## config.mk

```make
export PLATFORM = sky130hd
export DESIGN_NAME = pwm_bank
export DESIGN_NICKNAME = d
export VERILOG_FILES = /design/src/rtl/pwm_bank_pkg.sv /design/src/rtl/pwm_bank_ctrl.sv /design/src/rtl/pwm_bank_gen.sv /design/src/rtl/pwm_bank_dp.sv /design/src/rtl/pwm_bank.sv
export SDC_FILE = /design/constraint.sdc
export NUM_CORES = 2
export LEC_CHECK = 0
export CORE_UTILIZATION = 60
export DETAILED_ROUTE_END_ITERATION = 16
export HOLD_SLACK_MARGIN = 0.02
export PLACE_DENSITY = 0.8
export SETUP_SLACK_MARGIN = 0.2
export SLEW_MARGIN = 0
export SYNTH_ARGS = -nofsm -noshare
export SYNTH_HDL_FRONTEND = slang
export SYNTH_SLANG_ARGS = --single-unit
```

## constraint.sdc

```tcl
create_clock -name clk -period 12.9 [get_ports clk]
set_input_delay 2.58 -clock clk [delete_from_list [all_inputs] [get_ports clk]]
set_output_delay 2.58 -clock clk [all_outputs]
set_load 0.03 [all_outputs]
```

## src/rtl/pwm_bank_pkg.sv

```systemverilog
package pwm_bank_pkg;
  localparam int NUM_GEN          = 8;
  localparam int NUM_CH           = 33;
  localparam int FLD_W            = 8;
  localparam int PERIOD_LIMIT     = 250;
  localparam int GEN_SEL_W        = $clog2(NUM_GEN);
  localparam int NIB_W            = 4;
  localparam int DATA_W           = 32;
  localparam int ADDR_W           = 4;
  localparam int CH_PER_WORD      = DATA_W / NIB_W;
  localparam int GEN_PER_PER_WORD = DATA_W / FLD_W;
  localparam int GEN_PER_DUTY_WRD = DATA_W / (2 * FLD_W);
  localparam int PER_WORDS        = NUM_GEN / GEN_PER_PER_WORD;
  localparam int DUTY_WORDS       = NUM_GEN / GEN_PER_DUTY_WRD;
  localparam int MAP_WORDS        = (NUM_CH + CH_PER_WORD - 1) / CH_PER_WORD;
  localparam int PER_BASE         = 0;
  localparam int DUTY_BASE        = PER_BASE + PER_WORDS;
  localparam int MAP_BASE         = DUTY_BASE + DUTY_WORDS;
  localparam int MAP_BITS         = NUM_CH * NIB_W;

  // Write strobes from the decoder to the datapath, one bit per word.
  typedef struct packed {
    logic [PER_WORDS-1:0]  perLd;
    logic [DUTY_WORDS-1:0] dutyLd;
    logic [MAP_WORDS-1:0]  mapLd;
  } wrStrb_t;
endpackage

```

## src/rtl/pwm_bank_ctrl.sv

```systemverilog
module pwm_bank_ctrl
  import pwm_bank_pkg::*;
(
  input  logic              wrEn,
  input  logic [ADDR_W-1:0] wrAddr,
  output wrStrb_t           strb
);
  always_comb begin
    strb = '0;
    if (wrEn) begin
      for (int i = 0; i < PER_WORDS; i++)
        if (wrAddr == ADDR_W'(PER_BASE + i)) strb.perLd[i] = 1'b1;
      for (int i = 0; i < DUTY_WORDS; i++)
        if (wrAddr == ADDR_W'(DUTY_BASE + i)) strb.dutyLd[i] = 1'b1;
      for (int i = 0; i < MAP_WORDS; i++)
        if (wrAddr == ADDR_W'(MAP_BASE + i)) strb.mapLd[i] = 1'b1;
    end
  end
endmodule

```

## src/rtl/pwm_bank_gen.sv

```systemverilog
module pwm_bank_gen
  import pwm_bank_pkg::*;
(
  input  logic             clk,
  input  logic             rstN,
  input  logic             tick,
  input  logic             perLd,
  input  logic             dutyLd,
  input  logic [FLD_W-1:0] perIn,
  input  logic [FLD_W-1:0] hiIn,
  input  logic [FLD_W-1:0] loIn,
  output logic             waveOut
);
  localparam int TOT_W = FLD_W + 1;

  logic [FLD_W-1:0] shPer, shHi, shLo;
  logic [FLD_W-1:0] acPer, acHi, acLo;
  logic [FLD_W-1:0] psc;
  logic [TOT_W-1:0] stp, total;
  logic             idle, lastPsc, lastStp, reload;

  function automatic logic [FLD_W-1:0] clampPer(input logic [FLD_W-1:0] v);
    return (v > FLD_W'(PERIOD_LIMIT)) ? FLD_W'(PERIOD_LIMIT) : v;
  endfunction

  assign total   = {1'b0, acHi} + {1'b0, acLo};
  assign idle    = (acPer == '0) || (total == '0);
  assign lastPsc = (psc == acPer - FLD_W'(1));
  assign lastStp = (stp == total - TOT_W'(1));
  assign reload  = idle || (tick && lastPsc && lastStp);

  // Shadow copies written by software
  always_ff @(posedge clk) begin
    if (!rstN) begin
      shPer <= '0;
      shHi  <= '0;
      shLo  <= '0;
    end else begin
      if (perLd) shPer <= clampPer(perIn);
      if (dutyLd) begin
        shHi <= hiIn;
        shLo <= loIn;
      end
    end
  end

  // Active copy, prescaler and step counter
  always_ff @(posedge clk) begin
    if (!rstN) begin
      acPer <= '0;
      acHi  <= '0;
      acLo  <= '0;
      psc   <= '0;
      stp   <= '0;
    end else if (reload) begin
      acPer <= shPer;
      acHi  <= shHi;
      acLo  <= shLo;
      psc   <= '0;
      stp   <= '0;
    end else if (tick) begin
      if (lastPsc) begin
        psc <= '0;
        stp <= stp + TOT_W'(1);
      end else begin
        psc <= psc + FLD_W'(1);
      end
    end
  end

  assign waveOut = !idle && (stp < {1'b0, acHi});
endmodule

```

## src/rtl/pwm_bank_dp.sv

```systemverilog
module pwm_bank_dp
  import pwm_bank_pkg::*;
(
  input  logic                clk,
  input  logic                rstN,
  input  logic                tickIn,
  input  wrStrb_t             strb,
  input  logic [DATA_W-1:0]   wrData,
  output logic [NUM_CH-1:0]   chanOut,
  output logic [MAP_BITS-1:0] mapState
);
  logic [NUM_GEN-1:0]  genWave;
  logic [MAP_BITS-1:0] mapReg;

  for (genvar g = 0; g < NUM_GEN; g++) begin : g_gen
    localparam int PER_OFS  = FLD_W * (g % GEN_PER_PER_WORD);
    localparam int DUTY_OFS = 2 * FLD_W * (g % GEN_PER_DUTY_WRD);
    pwm_bank_gen u_gen (
      .clk    (clk),
      .rstN   (rstN),
      .tick   (tickIn),
      .perLd  (strb.perLd[g / GEN_PER_PER_WORD]),
      .dutyLd (strb.dutyLd[g / GEN_PER_DUTY_WRD]),
      .perIn  (wrData[PER_OFS +: FLD_W]),
      .hiIn   (wrData[DUTY_OFS +: FLD_W]),
      .loIn   (wrData[DUTY_OFS + FLD_W +: FLD_W]),
      .waveOut(genWave[g])
    );
  end

  for (genvar c = 0; c < NUM_CH; c++) begin : g_ch
    localparam int NIB_OFS = NIB_W * (c % CH_PER_WORD);
    logic [GEN_SEL_W-1:0] sel;
    logic                 en;

    always_ff @(posedge clk) begin
      if (!rstN) mapReg[c*NIB_W +: NIB_W] <= '0;
      else if (strb.mapLd[c / CH_PER_WORD])
        mapReg[c*NIB_W +: NIB_W] <= wrData[NIB_OFS +: NIB_W];
    end

    assign en         = mapReg[c*NIB_W + NIB_W - 1];
    assign sel        = mapReg[c*NIB_W +: GEN_SEL_W];
    assign chanOut[c] = en & genWave[sel];
  end

  assign mapState = mapReg;
endmodule

```

## src/rtl/pwm_bank.sv

```systemverilog
module pwm_bank
  import pwm_bank_pkg::*;
(
  input  logic                clk,
  input  logic                rstN,
  input  logic                tickIn,
  input  logic                wrEn,
  input  logic [ADDR_W-1:0]   wrAddr,
  input  logic [DATA_W-1:0]   wrData,
  output logic [NUM_CH-1:0]   chanOut,
  output logic [MAP_BITS-1:0] mapState
);
  wrStrb_t strb;

  pwm_bank_ctrl u_ctrl (
    .wrEn  (wrEn),
    .wrAddr(wrAddr),
    .strb  (strb)
  );

  pwm_bank_dp u_dp (
    .clk     (clk),
    .rstN    (rstN),
    .tickIn  (tickIn),
    .strb    (strb),
    .wrData  (wrData),
    .chanOut (chanOut),
    .mapState(mapState)
  );
endmodule

```

==> results.md <==
* Seq/Total Area, Yosys at 37.3%
* CTS root buf: clkbuf_16
* Die area at 59400 sq um
* Commonest non-fill, non-tap cell in the layout: nand2_1
* Final Power at 4.36 mW
* Ranking of synthesized cells by area: dfxtp_1 (37%), nand2_1 (9.8%), a21oi_1 (5.5%)
* Setup crit start kind: register
* Leakage at 13.9 nW
* Total wire length at 100000 um
* Peak supply drop at 0.000102 V
* CTS Buf Count at 68
* Dpl ws at 5510 ps
* Largest net degree at the start of global routing at 193
* Hold Startpoint: u_dp.g_gen[6].u_gen.shPer[3]
* Slowest cell on crit path: or4_2
* Core area at 57700 sq um
* Clock Path Buffers at 3
* R2r startpoint: u_dp.g_gen[0].u_gen.acHi[0]
* Post-Synthesis Cells at 4289
* Worst-path maximum fanout at 33
* HPWL Detailed at 65500 um
* Vias after detailed routing at 30900
* CP required at 10320 ps
* Post-synth EDFFs at 0
* Worst R2R End: u_dp.g_gen[0].u_gen.psc[4]
* Max-slew violations at 0
* Worst setup margin at 4810 ps
* Post-Syn Area at 35000 sq um
* Period utilisation layout at 62.7%
* CP Buf/Inv Count at 1
* TNS Setup at 0 ps
* Clk Latency, worst-skew pair at 620 ps
* Remaining DRCs at 0
* Post-CTS setup buffer count at 0
* Fmax at 0.124 GHz
* Status: finished clean
* Syn_nets at 4489
* R2r setup slk at 8180 ps
* # resized after CTS at 0
* Count of cell types in the netlist at 88
* Initial antenna violation count at 4
* Row Count at 88
* Synth Warn # at 0
* WL per Instance at 19.4 um
* Htree depth at 3
* CP Depth at 12
* DIE HEIGHT at 244 um
* Initial Util at 60.7%
* CP endpoint kind: output pin
* First-pass GRT wire length at 156000 um
* Die W at 244 um
* Vias in the first global route at 28900
* Family with the most delay on the worst path: compound AO/OA/AOI/OAI gates
* Critical path launch point: u_dp.g_gen[1].u_gen.acHi[0]
* Setup CP Type: reg -> out
* Final setup violation count at 0
* RSZ-0062 raised after global routing: no
* Hold Path Class: reg -> reg
* CP peak stage delay at 1060 ps
* Main flop type after synthesis: dfxtp_1
* Syn Area/Cell at 8.17 sq um
* Pre-antenna DRT Iters at 7
* Hold Path End: u_dp.g_gen[6].u_gen.acPer[3]
* Gr usage total at 33.0%
* Post-synth top area cell: dfxtp_1
* Synthesized flop and latch total at 652
* Crit-path cells: ha_1 -> fa_1 -> a21o_1 -> a2111oi_4 -> o211ai_1 -> o211ai_1 -> or4_1 -> o21ai_0 -> or4_2 -> mux4_2 -> o22ai_1 -> clkdlybuf4s50_1
* I/O pin total at 205
* Grt ovf at 0
* Final setup skew at 22.8 ps
* Worst EP arrival at 5510 ps
* Hold-fix buffers, CTS at 0
* Final hold vios at 0
* Minimum clock period at 8090 ps
* Hold Crit Depth at 2
* Top cell type's share of synthesized area at 37.3%
* Routed Antenna Nets at 0
* GP Congestion at 0.938
* Number of max-cap violations at 0
* Most numerous cell on the critical path: o211ai_1
* Max_slew headroom at 18.1%
* Area Overhead vs Synth at 13.9%
* PortBufs at 204
* Ant diodes at 0
* Most frequent cells in the layout: nand2_1 (916), dfxtp_1 (652), a21oi_1 (386)
* Pwr/cell area at 109 nW/um^2
* Violation count after the first detailed-route iteration at 2534
* Reg clk slew, reported paths at 60 ps
* Post-DR vias/cell at 5.99
* Clk sinks at 652
* Layout cell share with drive strength beyond 1 at 6.96%
* Path depth of the worst reg2reg path at 11
* Fin nets at 4544
* CTS tree: yes
* Worst-margin pin slew at 1230 ps
* Synth async-reset ratio at 0%
-- metal layers --
layer  vias up  wire, um  track usage (%)
met5         -         0                0
met1     14700     42300             43.5
met2      1169     44800             52.6
met3       224      8710             6.01
li1      14900         -                -
met4         0      4480             14.8
-- metrics by stage --
stage | cell area [sq um] | std cells | util (%) | hold slack (ps)
after floorplan | 35000 | 4289 | - | 432
after global placement | 37500 | 5039 | 65.1 | 439
after detailed placement | 37500 | 5039 | 65.1 | 444
after CTS | 39900 | 5163 | 69.1 | 452
after global routing | 39900 | 5163 | 69.1 | 467
final | 39900 | 5163 | 69.1 | 452
-- Yosys cell counts (all sizes together) (23+ instances only) --
cell	number
nor2	299
o22ai	36
o21ai	153
o31ai	25
and2	23
buf	35
inv	117
nand2	917
a211oi	43
nand3	145
nand2b	61
a21o	36
clkbuf	242
mux4	66
a21oi	386
and3	51
ha	152
xnor2	158
mux2i	114
nand4	57
xor2	133
dfxtp	652
nor3	75
-- cell families (layout without fill, tap and decap cells) --
group                    Yosys count  count (layout)  synth area share (%)
AO/OA/AOI/OAI                    816             816                  14.1
XOR/XNOR                         299             299                  7.80
adder cells (fa/ha/maj)          160             160                  5.89
buffers and inverters            395             504                  4.38
flip-flops                       652             652                  37.3
multiplexers                     188             188                  7.76
AND/OR/NAND/NOR                 1779            1779                  22.9
-- worst reg2reg max path, cell delays in order, from the launching register on --
cell and delay, ps:
dfxtp_1 330, ha_1 230, fa_1 460, xor2_1 220
or4_1 480, a2111oi_0 490, o2111ai_1 220, a2111oi_0 390
a21o_1 700, buf_4 400, or2_1 540, nor3_1 110
-- state kept, by name, summed over array words and instances (netlist names) --
register / flops
u_dp.g_gen.u_gen.acHi: 64
u_dp.g_gen.u_gen.acLo: 64
u_dp.g_gen.u_gen.shLo: 64
u_dp.g_gen.u_gen.psc: 64
u_dp.g_gen.u_gen.shHi: 64
u_dp.g_gen.u_gen.stp: 72
u_dp.mapState: 132
u_dp.g_gen.u_gen.shPer: 64
u_dp.g_gen.u_gen.acPer: 64
-- worst max path at each step --
stage / slack (ps) / to
final: 4810 / chanOut[17]
after CTS: 4860 / chanOut[9]
after floorplan: 6550 / chanOut[0]
after detailed placement: 5510 / chanOut[9]
after global routing: 4670 / chanOut[9]
after global placement: 5550 / chanOut[9]
-- where the power goes --
part	internal, mW	switching (mW)	total (mW)	leakage [nW]
sequential	2.03	0.0171	2.05	5.26
combinational	0.0753	0.170	0.246	7.44
clock	1.23	0.837	2.07	1.16
-- final cells by class --
class / count / area (sq um)
flip-flops and latches: 652 / 13100
clock inverters: 24 / 305
multi-input cells: 3242 / 20600
well taps: 765 / 957
clock buffers: 100 / 2050
repair buffers: 262 / 2490
fillers: 4720 / 17800
inverters: 118 / 450
Power figures use the tool's default switching activity.
